[config.mk]
export PLATFORM = sky130hd
export DESIGN_NAME = sdram_pattern_seq
export DESIGN_NICKNAME = d
export VERILOG_FILES = /design/src/rtl/sdram_seq_pkg.sv /design/src/rtl/sdram_refresh_timer.sv /design/src/rtl/sdram_pattern_gen.sv /design/src/rtl/sdram_seq_ctrl.sv /design/src/rtl/sdram_pattern_seq.sv
export SDC_FILE = /design/constraint.sdc
export NUM_CORES = 1
export LEC_CHECK = 0
export CAP_MARGIN = 20
export CORE_AREA = 5 5 95 88
export CTS_CLUSTER_SIZE = 24
export DETAILED_ROUTE_END_ITERATION = 8
export DIE_AREA = 0 0 100 93
export GPL_TIMING_DRIVEN = 1
export HOLD_SLACK_MARGIN = 0.06
export PLACE_DENSITY = 0.89
export SLEW_MARGIN = 20
export SYNTH_ARGS = -nofsm -noshare
export SYNTH_HDL_FRONTEND = slang
export SYNTH_HIERARCHICAL = 1
export SYNTH_SLANG_ARGS = --single-unit
[constraint.sdc]
create_clock -name clk -period 2.9 [get_ports clk]
set_input_delay 0.58 -clock clk [delete_from_list [all_inputs] [get_ports clk]]
set_output_delay 0.58 -clock clk [all_outputs]
set_load 0.02 [all_outputs]
[src/rtl/sdram_seq_pkg.sv]
package sdram_seq_pkg;

  typedef enum logic [2:0] {
    CMD_NOP = 3'd0,
    CMD_ACT = 3'd1,
    CMD_RD  = 3'd2,
    CMD_WR  = 3'd3,
    CMD_PRE = 3'd4,
    CMD_REF = 3'd5
  } cmd_e;

  typedef enum logic [2:0] {
    PAT_READ    = 3'd0,
    PAT_WRITE   = 3'd1,
    PAT_R2W     = 3'd2,
    PAT_W2R     = 3'd3,
    PAT_REFRESH = 3'd4
  } pat_e;

  typedef enum logic [1:0] {
    LAST_REF = 2'd0,
    LAST_RD  = 2'd1,
    LAST_WR  = 2'd2
  } last_e;

endpackage

[src/rtl/sdram_refresh_timer.sv]
module sdram_refresh_timer #(
  parameter int INTERVAL = 1560
) (
  input  logic clk,
  input  logic rst_n,
  input  logic clear,
  output logic due
);
  localparam int CNT_W = $clog2(INTERVAL + 1);

  logic [CNT_W-1:0] cnt_q;

  always_ff @(posedge clk) begin
    if (!rst_n) begin
      cnt_q <= '0;
      due   <= 1'b0;
    end else if (clear) begin
      cnt_q <= '0;
      due   <= 1'b0;
    end else if (!due) begin
      if (cnt_q == CNT_W'(INTERVAL - 1)) due <= 1'b1;
      else                               cnt_q <= cnt_q + 1'b1;
    end
  end
endmodule

[src/rtl/sdram_pattern_gen.sv]
module sdram_pattern_gen
  import sdram_seq_pkg::*;
#(
  parameter int NUM_BANKS = 4,
  parameter int ROW_W     = 13,
  parameter int COL_W     = 10,
  parameter int BURSTS    = 2,
  parameter int BURST_LEN = 8,
  parameter int T_RCD     = 2,
  parameter int BURST_GAP = 4,
  parameter int T_TAIL    = 3,
  parameter int W2R_LEN   = 5,
  parameter int R2W_LEN   = 3,
  parameter int REF_LEN   = 8,
  localparam int BANK_W   = (NUM_BANKS > 1) ? $clog2(NUM_BANKS) : 1,
  localparam int ADDR_W   = (ROW_W > COL_W) ? ROW_W : COL_W
) (
  input  logic              clk,
  input  logic              rst_n,
  input  logic              start,
  input  pat_e              start_kind,
  input  logic [ROW_W-1:0]  start_row,
  input  logic [COL_W-1:0]  start_col,
  output logic              pat_busy,
  output logic              pat_last,
  output cmd_e              cmd_o,
  output logic [BANK_W-1:0] bank_o,
  output logic [ADDR_W-1:0] addr_o
);
  localparam int PRE_OFS  = T_RCD + (BURSTS - 1) * BURST_GAP + T_TAIL;
  localparam int SLOT_LEN = PRE_OFS + 1;
  localparam int LEN_A    = (SLOT_LEN > REF_LEN) ? SLOT_LEN : REF_LEN;
  localparam int LEN_B    = (W2R_LEN > R2W_LEN) ? W2R_LEN : R2W_LEN;
  localparam int MAX_LEN  = (LEN_A > LEN_B) ? LEN_A : LEN_B;
  localparam int OFS_W    = $clog2(MAX_LEN);

  pat_e              kind_q;
  logic              busy_q;
  logic [BANK_W-1:0] bank_q;
  logic [OFS_W-1:0]  ofs_q;
  logic [ROW_W-1:0]  row_q;
  logic [COL_W-1:0]  col_q;
  logic              is_access;
  logic              slot_end;
  logic              end_c;

  assign is_access = (kind_q == PAT_READ) || (kind_q == PAT_WRITE);
  assign slot_end  = (ofs_q == OFS_W'(SLOT_LEN - 1));

  always_comb begin
    case (kind_q)
      PAT_READ, PAT_WRITE: end_c = slot_end && (bank_q == BANK_W'(NUM_BANKS - 1));
      PAT_R2W:             end_c = (ofs_q == OFS_W'(R2W_LEN - 1));
      PAT_W2R:             end_c = (ofs_q == OFS_W'(W2R_LEN - 1));
      default:             end_c = (ofs_q == OFS_W'(REF_LEN - 1));
    endcase
  end

  assign pat_busy = busy_q;
  assign pat_last = busy_q && end_c;

  always_ff @(posedge clk) begin
    if (!rst_n) begin
      busy_q <= 1'b0;
      kind_q <= PAT_REFRESH;
      bank_q <= '0;
      ofs_q  <= '0;
      row_q  <= '0;
      col_q  <= '0;
    end else if (start) begin
      busy_q <= 1'b1;
      kind_q <= start_kind;
      bank_q <= '0;
      ofs_q  <= '0;
      row_q  <= start_row;
      col_q  <= start_col;
    end else if (pat_last) begin
      busy_q <= 1'b0;
      ofs_q  <= '0;
      bank_q <= '0;
    end else if (busy_q) begin
      if (is_access && slot_end) begin
        ofs_q  <= '0;
        bank_q <= bank_q + 1'b1;
      end else begin
        ofs_q <= ofs_q + 1'b1;
      end
    end
  end

  always_comb begin
    cmd_o  = CMD_NOP;
    bank_o = bank_q;
    addr_o = '0;
    if (busy_q) begin
      if (is_access) begin
        if (ofs_q == '0) begin
          cmd_o  = CMD_ACT;
          addr_o = ADDR_W'(row_q);
        end else if (ofs_q == OFS_W'(PRE_OFS)) begin
          cmd_o = CMD_PRE;
        end else begin
          for (int k = 0; k < BURSTS; k++) begin
            if (ofs_q == OFS_W'(T_RCD + k * BURST_GAP)) begin
              cmd_o  = (kind_q == PAT_WRITE) ? CMD_WR : CMD_RD;
              addr_o = ADDR_W'(col_q + COL_W'(k * BURST_LEN));
            end
          end
        end
      end else if ((kind_q == PAT_REFRESH) && (ofs_q == '0)) begin
        cmd_o = CMD_REF;
      end
    end
    if ((cmd_o == CMD_NOP) || (cmd_o == CMD_REF)) bank_o = '0;
  end
endmodule

[src/rtl/sdram_seq_ctrl.sv]
module sdram_seq_ctrl
  import sdram_seq_pkg::*;
#(
  parameter int ROW_W = 13,
  parameter int COL_W = 10
) (
  input  logic             clk,
  input  logic             rst_n,
  input  logic             req_valid,
  output logic             req_ready,
  input  logic             req_write,
  input  logic [ROW_W-1:0] req_row,
  input  logic [COL_W-1:0] req_col,
  input  logic             pat_busy,
  input  logic             pat_last,
  input  logic             ref_due,
  output logic             ref_clear,
  output logic             start,
  output pat_e             start_kind,
  output logic [ROW_W-1:0] start_row,
  output logic [COL_W-1:0] start_col
);
  logic             held_q;
  logic             held_wr_q;
  logic [ROW_W-1:0] held_row_q;
  logic [COL_W-1:0] held_col_q;
  last_e            last_q;
  logic             boundary;
  logic             accept;
  logic             turn;

  assign boundary  = !pat_busy || pat_last;
  assign req_ready = boundary && !held_q && !ref_due;
  assign turn      = (req_write && (last_q == LAST_RD)) ||
                     (!req_write && (last_q == LAST_WR));

  always_comb begin
    start      = 1'b0;
    start_kind = PAT_READ;
    start_row  = req_row;
    start_col  = req_col;
    ref_clear  = 1'b0;
    accept     = 1'b0;
    if (boundary) begin
      if (held_q) begin
        start      = 1'b1;
        start_kind = held_wr_q ? PAT_WRITE : PAT_READ;
        start_row  = held_row_q;
        start_col  = held_col_q;
      end else if (ref_due) begin
        start      = 1'b1;
        start_kind = PAT_REFRESH;
        ref_clear  = 1'b1;
      end else if (req_valid) begin
        start  = 1'b1;
        accept = 1'b1;
        if (turn) start_kind = req_write ? PAT_R2W : PAT_W2R;
        else      start_kind = req_write ? PAT_WRITE : PAT_READ;
      end
    end
  end

  always_ff @(posedge clk) begin
    if (!rst_n) begin
      held_q     <= 1'b0;
      held_wr_q  <= 1'b0;
      held_row_q <= '0;
      held_col_q <= '0;
      last_q     <= LAST_REF;
    end else begin
      if (accept && turn) begin
        held_q     <= 1'b1;
        held_wr_q  <= req_write;
        held_row_q <= req_row;
        held_col_q <= req_col;
      end else if (start && held_q) begin
        held_q <= 1'b0;
      end
      if (start) begin
        case (start_kind)
          PAT_READ:    last_q <= LAST_RD;
          PAT_WRITE:   last_q <= LAST_WR;
          PAT_REFRESH: last_q <= LAST_REF;
          default:     last_q <= last_q;
        endcase
      end
    end
  end
endmodule

[src/rtl/sdram_pattern_seq.sv]
module sdram_pattern_seq
  import sdram_seq_pkg::*;
#(
  parameter int NUM_BANKS    = 4,
  parameter int ROW_W        = 13,
  parameter int COL_W        = 10,
  parameter int BURSTS       = 2,
  parameter int BURST_LEN    = 8,
  parameter int T_RCD        = 2,
  parameter int BURST_GAP    = 4,
  parameter int T_TAIL       = 3,
  parameter int W2R_LEN      = 5,
  parameter int R2W_LEN      = 3,
  parameter int REF_LEN      = 8,
  parameter int REF_INTERVAL = 1560,
  localparam int BANK_W      = (NUM_BANKS > 1) ? $clog2(NUM_BANKS) : 1,
  localparam int ADDR_W      = (ROW_W > COL_W) ? ROW_W : COL_W
) (
  input  logic              clk,
  input  logic              rst_n,
  input  logic              req_valid,
  output logic              req_ready,
  input  logic              req_write,
  input  logic [ROW_W-1:0]  req_row,
  input  logic [COL_W-1:0]  req_col,
  output logic [2:0]        cmd,
  output logic [BANK_W-1:0] cmd_bank,
  output logic [ADDR_W-1:0] cmd_addr,
  output logic              pat_done
);
  logic             ref_due;
  logic             ref_clear;
  logic             start;
  pat_e             start_kind;
  logic [ROW_W-1:0] start_row;
  logic [COL_W-1:0] start_col;
  logic             pat_busy;
  logic             pat_last;
  cmd_e             gen_cmd;

  sdram_refresh_timer #(.INTERVAL(REF_INTERVAL)) u_timer (
    .clk   (clk),
    .rst_n (rst_n),
    .clear (ref_clear),
    .due   (ref_due)
  );

  sdram_seq_ctrl #(.ROW_W(ROW_W), .COL_W(COL_W)) u_ctrl (
    .clk        (clk),
    .rst_n      (rst_n),
    .req_valid  (req_valid),
    .req_ready  (req_ready),
    .req_write  (req_write),
    .req_row    (req_row),
    .req_col    (req_col),
    .pat_busy   (pat_busy),
    .pat_last   (pat_last),
    .ref_due    (ref_due),
    .ref_clear  (ref_clear),
    .start      (start),
    .start_kind (start_kind),
    .start_row  (start_row),
    .start_col  (start_col)
  );

  sdram_pattern_gen #(
    .NUM_BANKS (NUM_BANKS),
    .ROW_W     (ROW_W),
    .COL_W     (COL_W),
    .BURSTS    (BURSTS),
    .BURST_LEN (BURST_LEN),
    .T_RCD     (T_RCD),
    .BURST_GAP (BURST_GAP),
    .T_TAIL    (T_TAIL),
    .W2R_LEN   (W2R_LEN),
    .R2W_LEN   (R2W_LEN),
    .REF_LEN   (REF_LEN)
  ) u_gen (
    .clk        (clk),
    .rst_n      (rst_n),
    .start      (start),
    .start_kind (start_kind),
    .start_row  (start_row),
    .start_col  (start_col),
    .pat_busy   (pat_busy),
    .pat_last   (pat_last),
    .cmd_o      (gen_cmd),
    .bank_o     (cmd_bank),
    .addr_o     (cmd_addr)
  );

  assign cmd      = gen_cmd;
  assign pat_done = pat_last;
endmodule

Word level (Yosys, flattened, before mapping)
Cells that the tools add are included.
{ "op_classes": {"n_eq_ne": 16, "add_sub_neg": 4, "n_mux": 46, "n_reduce_logical": 31, "bitwise_logic": 3} }
{ "op_table": {"columns": ["cell", "count"], "rows": [
  ["two-way mux 13 bit", 7],
  ["two-way mux 3 bit", 12],
  ["two-way mux 10 bit", 3],
  ["two-way mux 1 bit", 20],
  ["== test 4 x 3 -> 1 bit (second input constant)", 3],
  ["adder 10 x 4 -> 11 bit (second input constant)", 1],
  ["adder 11 x 1 -> 11 bit (second input constant)", 1],
  ["== test 11 bit (second input constant)", 1],
  ["logical AND 1 bit", 10],
  ["== test 3 bit (second input constant)", 3],
  ["logical NOT 3 bit", 3],
  ["== test 3 x 1 -> 1 bit (second input constant)", 2],
  ["== test 3 x 2 -> 1 bit (second input constant)", 2],
  ["one-hot mux 2 bit (3 select lines)", 1],
  ["AND reduction 2 bit", 3],
  ["adder 4 x 1 -> 4 bit (second input constant)", 1],
  ["== test 2 bit (second input constant)", 2],
  ["== test 4 x 2 -> 1 bit (second input constant)", 1],
  ["== test 4 bit (second input constant)", 1],
  ["logical NOT 1 bit", 4],
  ["logical NOT 4 bit", 1],
  ["logical OR 1 bit", 4],
  ["two-way mux 4 bit", 1],
  ["nonzero test 2 bit", 2],
  ["other kinds (8)", 11]
]} }
{ "totals": {"inputBits": 27, "reg_bits": 72} }

Depth between registers and ports, before layout
{ "logic_depth": {"word_depth": 11, "mapped_depth": 11} }

Modules after synthesis
The synthesis kept the hierarchy.
{ "modules_own_cells": {"columns": ["module", "n_inst", "cells_per_inst", "area_per_inst_um2"], "rows": [
  ["sdram_pattern_gen", 1, 200, 1845.5],
  ["sdram_seq_ctrl", 1, 136, 1461.4],
  ["sdram_refresh_timer", 1, 68, 618.1]
]} }

Least setup slack after synthesis
No wires, ideal clock.
{ "synth_path": {"kind": "reg2reg", "from": "register u_gen.ofs_q[0]", "to": "register u_gen.col_q[5]", "arrival_ns": 3.039, "synth_period_minus_slack_ns": 3.155, "setup_slack_ns": -0.255, "path_buffers": 2, "setup_time_ns": 0.116, "stages_incl_launch_ff": 11, "required_time_ns": 2.784, "cell_sequence": "dfxtp_1 -> inv_1 -> ha_1 -> nand4bb_1 -> a311oi_1 -> nor2b_1 -> nor2_1 -> buf_2 -> buf_2 -> mux2i_1 -> nor2b_1"} }
{ "synth_via": {"elab_chain_cells": 6, "word_cells_on_any_way": 10, "classes_between": "eq/ne: 4; mux: 3; reduce/logical: 3"} }
{ "synth_lines": {"columns": ["element", "line_no", "rtl"], "rows": [
  ["start, declared", "sdram_pattern_gen.sv:40", "logic [OFS_W-1:0] ofs_q;"],
  ["start signal, assigned", "sdram_pattern_gen.sv:86", "ofs_q <= ofs_q + 1'b1;"],
  ["== test 4 bit", "sdram_pattern_gen.sv:48", "assign slot_end = (ofs_q == OFS_W'(SLOT_LEN - 1));"],
  ["logical AND 1 bit", "sdram_pattern_gen.sv:52", "PAT_READ, PAT_WRITE: end_c = slot_end && (bank_q == BANK_W'(NUM_BANKS - 1));"],
  ["one-hot mux 1 bit (3 select lines) (*)", "sdram_pattern_gen.sv:51", "case (kind_q)"],
  ["logical AND 1 bit (*)", "sdram_pattern_gen.sv:60", "assign pat_last = busy_q && end_c;"],
  ["named net pat_done", "sdram_pattern_seq.sv:29", "output logic pat_done"],
  ["logical OR 1 bit (*)", "sdram_seq_ctrl.sv:32", "assign boundary = !pat_busy || pat_last;"],
  ["two-way mux 1 bit (*)", "sdram_seq_ctrl.sv:44", "if (boundary) begin"],
  ["named net start", "sdram_pattern_seq.sv:33", "logic start;"],
  ["end signal, assigned", "sdram_pattern_gen.sv:76", "col_q <= start_col;"],
  ["end, declared", "sdram_pattern_gen.sv:42", "logic [COL_W-1:0] col_q;"]
]} }
The timed path passes the listed nets; every way through them passes the cells marked *.
A chain may end at the register's enable or synchronous reset.

Final worst setup path
{ "layout_path": {"from": "register u_gen.ofs_q[0]", "to": "output cmd_addr[9]"} }
{ "layout_via": {"elab_chain_cells": 7, "word_cells_on_any_way": 10, "classes_between": "eq/ne: 3; mux: 6; reduce/logical: 1"} }
{ "layout_lines": {"columns": ["element", "line_no", "rtl"], "rows": [
  ["== test 4 x 2 -> 1 bit", "sdram_pattern_gen.sv:104", "if (ofs_q == OFS_W'(T_RCD + k * BURST_GAP)) begin"],
  ["two-way mux 10 bit", "sdram_pattern_gen.sv:104", null],
  ["two-way mux 13 bit", "sdram_pattern_gen.sv:104", null],
  ["two-way mux 13 bit", "sdram_pattern_gen.sv:100", "end else if (ofs_q == OFS_W'(PRE_OFS)) begin"],
  ["two-way mux 13 bit (*)", "sdram_pattern_gen.sv:97", "if (ofs_q == '0) begin"],
  ["two-way mux 13 bit (*)", "sdram_pattern_gen.sv:96", "if (is_access) begin"],
  ["two-way mux 13 bit (*)", "sdram_pattern_gen.sv:95", "if (busy_q) begin"],
  ["end, declared", "sdram_pattern_seq.sv:28", "output logic [ADDR_W-1:0] cmd_addr,"]
]} }
Mark *: on every way between the ends. The rest lies on a longest branch, timed or not.

==> flow_results.org <==
** Outcome
- Status :: finished, final reports clean

** Global routing
- GR met2 Demand/Resource :: 33.4%
- Met1 capacity usage during global routing :: 21.8%
- Layer with the highest usage :: met2
- Fraction of met3 tracks used by global routing :: 5.22%
- Global routing used 18.7% of the available tracks across all layers.
- The number of antenna violations at the first check in global routing came to 0.
- Global routing finished with a remaining overflow of 0.
- The via count of the first global-routing pass is 2963.
- First-pass GRT wire length :: 14100 um
- Pin count of the biggest net entering global routing :: 56

** Timing
- The worst path meets setup with 149 ps of slack.
- Maximum frequency from static timing analysis :: 0.364 GHz
- Setup violations remaining at the end of the flow were counted as 0.
- Share of the clock period used by the worst path after layout :: 94.9%
- On the final layout, the worst hold slack is 484 ps.
- Time the worst path needs with I/O delays and setup :: 2750 ps
- Fin. max-slew vios :: 0
- Across the routed clock network, the largest skew measured is 13.3 ps.
- Rel. slew slack :: 59.0%
- The hold violation total from the final report came to 0.
- Transition time of the tightest slew-check pin :: 613 ps

** Placed design
- Routability-driven placement finished with a final weighted congestion of 0.844.
- Sum of net half-perimeters after detailed placement :: 5930 um
- IO Port Bufs :: 46
- Prior to clock tree synthesis, the placed netlist has a worst setup slack of 62.5 ps.

** Power
- For this design the ratio of total power to cell area is 501 nW/um^2.
- Summed over all cells, the static leakage comes to 2.07 nW.
- The worst-case IR drop observed on VDD is 0.000267 V.

** Clock network
- Total clock buffers created by CTS :: 9
- The clock passes through at most 2 buffers.
- The H-tree was split into 3 levels.
- Once the clock tree was built, the setup fixing pass inserted 0 buffers.
- In this run, post-CTS hold repair placed 0 buffers.
- TritonCTS built the clock tree.
- The later pin in the worst-skew pair is clocked with a latency of 350 ps.
- Clock slew seen by the registers of the worst setup and hold paths :: 70 ps
- The clock net in this run drives a total of 72 sinks.
- The root buffer cell chosen for the clock tree is sky130_fd_sc_hd__clkbuf_8.

** Cells and area
- # diodes :: 0
- Share of post-route cells with drive strength above 1 :: 16.4%
- Total number of nets in the final design :: 486
- Relative to the synthesized area, the layout overhead comes to 20.3%.
- Share of the core filled with cells :: 64.5%

** Routing
- After detailed routing, the number of vias per cell comes to 5.55.
- Total vias in the final route :: 3067
- Remaining antenna violation count after routing :: 0
- The detailed router finished its first iteration with 130 violations.
- The first detailed-routing pass ran for 4 iterations.
- Average wire length per cell after detail routing :: 15.5 um
- DRC violations left :: 0
- The final layout contains routed wiring with a total length of 8580 um.

** Floorplan
- Die W :: 100 um
- I/O pins :: 47
- The floorplan step defined a die boundary enclosing 9300 sq um.
- Core Footprint :: 7320 sq um
- Floorplan row count :: 30
- For this configuration, the core starts out at a cell density of 53.6%.
- Die Ht :: 93 um

** Setup path
- Most Frequent Cell on Critical Path :: sky130_fd_sc_hd__buf_4
- STA classifies the critical path startpoint as a flip-flop.
- CP Data Arrival Time :: 2170 ps
- STA classifies the critical path endpoint as an output pin.
- For this run, the slowest stage of the critical path takes 360 ps.
- CP bufs+invs :: 4
- The slowest stage of the critical path is the sky130_fd_sc_hd__dfxtp_2 cell.
- For the worst setup path, the data required time is 2320 ps.
- Type of the worst setup path :: flip-flop to output pin
- Following the worst setup path forward leads to its endpoint at cmd_addr[9].
- Kind of cell adding the most delay to the critical path :: buffers and inverters
- Critical path depth in cells :: 9
- Flop-to-flop setup slack :: 210 ps
- Critical path cell sequence :: inv_1 > ha_1 > nand2b_1 > buf_4 > nor4_2 > buf_4 > nand2_1 > o21ai_0 > clkdlybuf4s15_1
- Reg2reg path depth :: 11
- Worst setup path startpoint :: u_gen/ofs_q[0]$_SDFFE_PP0P_
- Terminus of the critical flop-to-flop path :: u_gen/row_q[4]$_SDFFE_PN0P_
- The startpoint identified for the worst register-to-register timing path is u_gen/ofs_q[1]$_SDFFE_PP0P_.
- Of all nets on the critical path, the largest fanout is 13.

** Yosys
- Synthesized net count :: 438
- Seq cells post-synth :: 72
- Multiplexer fraction of the synthesized cell area :: 20.6%
- The Yosys step of the flow raised 6 warnings.
- Post-synthesis cell type count :: 64
- Of all flip-flops after synthesis, the portion carrying an async set or reset was 0%.
- Synth Area in Simple Gates :: 23.3%
- Dividing the synthesized area by the synthesized cell count gives 9.72 sq um.
- Compound-Gate Fraction of Synth Area :: 10.2%
- In the synthesized netlist the dominant register cell turns out to be sky130_fd_sc_hd__dfxtp_1.
- After Yosys synthesis, full adders, half adders and majority gates account for 2.49% of the synthesized area.
- Number of instances in the synthesized netlist :: 404
- Summing the sequential cell areas from Yosys gives 36.7% of the chip area.
- Post-Synth XOR/XNOR Area :: 1.79%
- Largest family of logic cells by synthesized area :: simple AND/OR/NAND/NOR gates
- After synthesis the cells add up to 3930 sq um.
- Post-synth EDFFs :: 0

** Run
- The tool flagged a number of max-cap violations equal to 0.

** Worst hold path
- Hold Path Class :: flip-flop to flip-flop
- WHS Path Cells :: 2
## flip-flops by register name (all words and copies together) (netlist names)
| register | count |
|---|---|
| u_ctrl/held_wr_q | 1 |
| u_ctrl/held_row_q | 13 |
| u_gen/ofs_q | 4 |
| u_gen/row_q | 13 |
| u_gen/bank_q | 2 |
| u_ctrl/held_col_q | 10 |
| u_gen/kind_q | 3 |
| u_ctrl/held_q | 1 |
| u_timer/cnt_q | 11 |
| u_gen/pat_busy | 1 |
| u_gen/col_q | 10 |
| u_ctrl/last_q | 2 |
| u_timer/due | 1 |
## report_power, final
group	leakage, nW	internal [W]	switching [W]
sequential	0.587	0.00104	0.0000462
clock	0.116	0.000495	0.000402
combinational	1.37	0.000192	0.000188
## metal layers
| metal | share of wire, % | vias to the layer above |
|---|---|---|
| li1 | - | 1538 |
| met1 | 44 | 1460 |
| met2 | 51 | 61 |
| met3 | 4.0 | 8 |
| met4 | 1.0 | 0 |
| met5 | 0 | - |
## kinds of logic after synthesis
kind of cell | count (synthesis)
AOI/OAI and AO/OA | 55
and+or+nand+nor | 148
adders and majority gates | 8
xor gates and xnor gates | 8
muxes | 78
buffers and inverters | 35
DFF | 72
## final cells by class
cell class	count	area, sq um
clock buffers	9	124
clock inverters	7	103
fillers	585	2600
inverters	12	45.0
multi-input cells	297	2330
flip-flops and latches	72	1440
well taps	96	120
repair buffers	60	559
## worst min-delay path by stage
stage / startpoint / endpoint / slack [ps]
2_1_floorplan: u_timer/cnt_q[10]$_SDFFE_PP0P_ / u_timer/cnt_q[10]$_SDFFE_PP0P_ / 440
3_3_place_gp: u_timer/cnt_q[10]$_SDFFE_PP0P_ / u_timer/cnt_q[10]$_SDFFE_PP0P_ / 460
3_5_place_dp: u_timer/cnt_q[9]$_SDFFE_PP0P_ / u_timer/cnt_q[9]$_SDFFE_PP0P_ / 470
4_1_cts: u_timer/cnt_q[10]$_SDFFE_PP0P_ / u_timer/cnt_q[10]$_SDFFE_PP0P_ / 480
5_1_grt: u_timer/cnt_q[1]$_SDFFE_PP0P_ / u_timer/cnt_q[1]$_SDFFE_PP0P_ / 520
6_report: u_timer/cnt_q[10]$_SDFFE_PP0P_ / u_timer/cnt_q[10]$_SDFFE_PP0P_ / 480
## placed cells by master, fill, tap and decap left out, types with 3 or more instances in the layout
master and count:
sky130_fd_sc_hd__dfxtp_1 71, sky130_fd_sc_hd__mux2i_1 55, sky130_fd_sc_hd__nor2b_1 52, sky130_fd_sc_hd__clkdlybuf4s50_1 26, sky130_fd_sc_hd__nand2_1 25, sky130_fd_sc_hd__mux2_2 23
sky130_fd_sc_hd__dlygate4sd2_1 13, sky130_fd_sc_hd__buf_4 12, sky130_fd_sc_hd__inv_1 12, sky130_fd_sc_hd__o21ai_0 11, sky130_fd_sc_hd__nand2b_1 10, sky130_fd_sc_hd__clkbuf_8 9
sky130_fd_sc_hd__a21oi_1 9, sky130_fd_sc_hd__nor2_1 8, sky130_fd_sc_hd__nor3_1 7, sky130_fd_sc_hd__ha_1 7, sky130_fd_sc_hd__xor2_1 6, sky130_fd_sc_hd__nor4_1 5
sky130_fd_sc_hd__a22o_1 5, sky130_fd_sc_hd__or4_1 5, sky130_fd_sc_hd__clkbuf_2 4, sky130_fd_sc_hd__nand3_1 4, sky130_fd_sc_hd__and3_1 4, sky130_fd_sc_hd__a21boi_0 3
sky130_fd_sc_hd__nand4_1 3, sky130_fd_sc_hd__o211ai_1 3, sky130_fd_sc_hd__o31ai_1 3
## per-stage QoR
| stage | cell area [sq um] | TNS [ps] | instances | power [W] |
|---|---|---|---|---|
| 2_1_floorplan | 3930 | 0 | 404 | 0.00136 |
| 3_3_place_gp | 4510 | 0 | 537 | 0.00147 |
| 3_5_place_dp | 4510 | 0 | 537 | 0.00149 |
| 4_1_cts | 4730 | 0 | 553 | 0.00238 |
| 5_1_grt | 4720 | -2.81 | 553 | 0.00247 |
| 6_report | 4720 | 0 | 553 | 0.00236 |
## synthesized netlist by cell type (2+ instances only)
cell	n	area share (%)
sky130_fd_sc_hd__a21o_1	2	0.38
sky130_fd_sc_hd__nand3_1	5	0.64
sky130_fd_sc_hd__buf_6	3	0.86
sky130_fd_sc_hd__and3_1	4	0.64
sky130_fd_sc_hd__a21oi_1	9	1.1
sky130_fd_sc_hd__nor3_1	8	1.0
sky130_fd_sc_hd__mux2_2	23	6.6
sky130_fd_sc_hd__nand2b_1	10	1.6
sky130_fd_sc_hd__buf_4	3	0.57
sky130_fd_sc_hd__nor2b_1	52	8.3
sky130_fd_sc_hd__nand4bb_1	2	0.57
sky130_fd_sc_hd__inv_1	12	1.1
sky130_fd_sc_hd__and3b_1	2	0.45
sky130_fd_sc_hd__nand4_1	3	0.48
sky130_fd_sc_hd__o21ai_0	12	1.5
sky130_fd_sc_hd__xnor2_1	2	0.45
sky130_fd_sc_hd__dfxtp_1	72	37
sky130_fd_sc_hd__nor2_1	9	0.86
sky130_fd_sc_hd__a211oi_1	2	0.38
sky130_fd_sc_hd__nor4_1	5	0.80
sky130_fd_sc_hd__xor2_1	6	1.3
sky130_fd_sc_hd__mux2i_1	55	14
sky130_fd_sc_hd__a32o_1	2	0.51
sky130_fd_sc_hd__ha_1	7	2.2
sky130_fd_sc_hd__or3_1	2	0.32
sky130_fd_sc_hd__a21boi_0	3	0.57
sky130_fd_sc_hd__o31ai_1	3	0.57
sky130_fd_sc_hd__and2_1	2	0.32
sky130_fd_sc_hd__o21a_1	2	0.38
sky130_fd_sc_hd__nand2_1	25	2.4
sky130_fd_sc_hd__o211ai_1	3	0.57
sky130_fd_sc_hd__clkbuf_1	7	0.67
sky130_fd_sc_hd__buf_2	7	0.89
sky130_fd_sc_hd__a22o_1	5	1.1
sky130_fd_sc_hd__or4_1	5	0.96
sky130_fd_sc_hd__o2111ai_2	2	0.77
## worst reg2reg max path: cells and delay by family (launching register included)
| kind | cells | cell delay, ps |
|---|---|---|
| DFF | 1 | 370 |
| buffers and inverters | 3 | 480 |
| muxes | 2 | 550 |
| and+or+nand+nor | 3 | 500 |
| adders and majority gates | 1 | 250 |
| AOI/OAI and AO/OA | 2 | 450 |
## what timing repair did
item,4_1_cts,5_1_grt
cloned,0,0
setup endpoints to repair,19,7
gates resized for setup,22,13
Power figures use the tool's default switching activity.
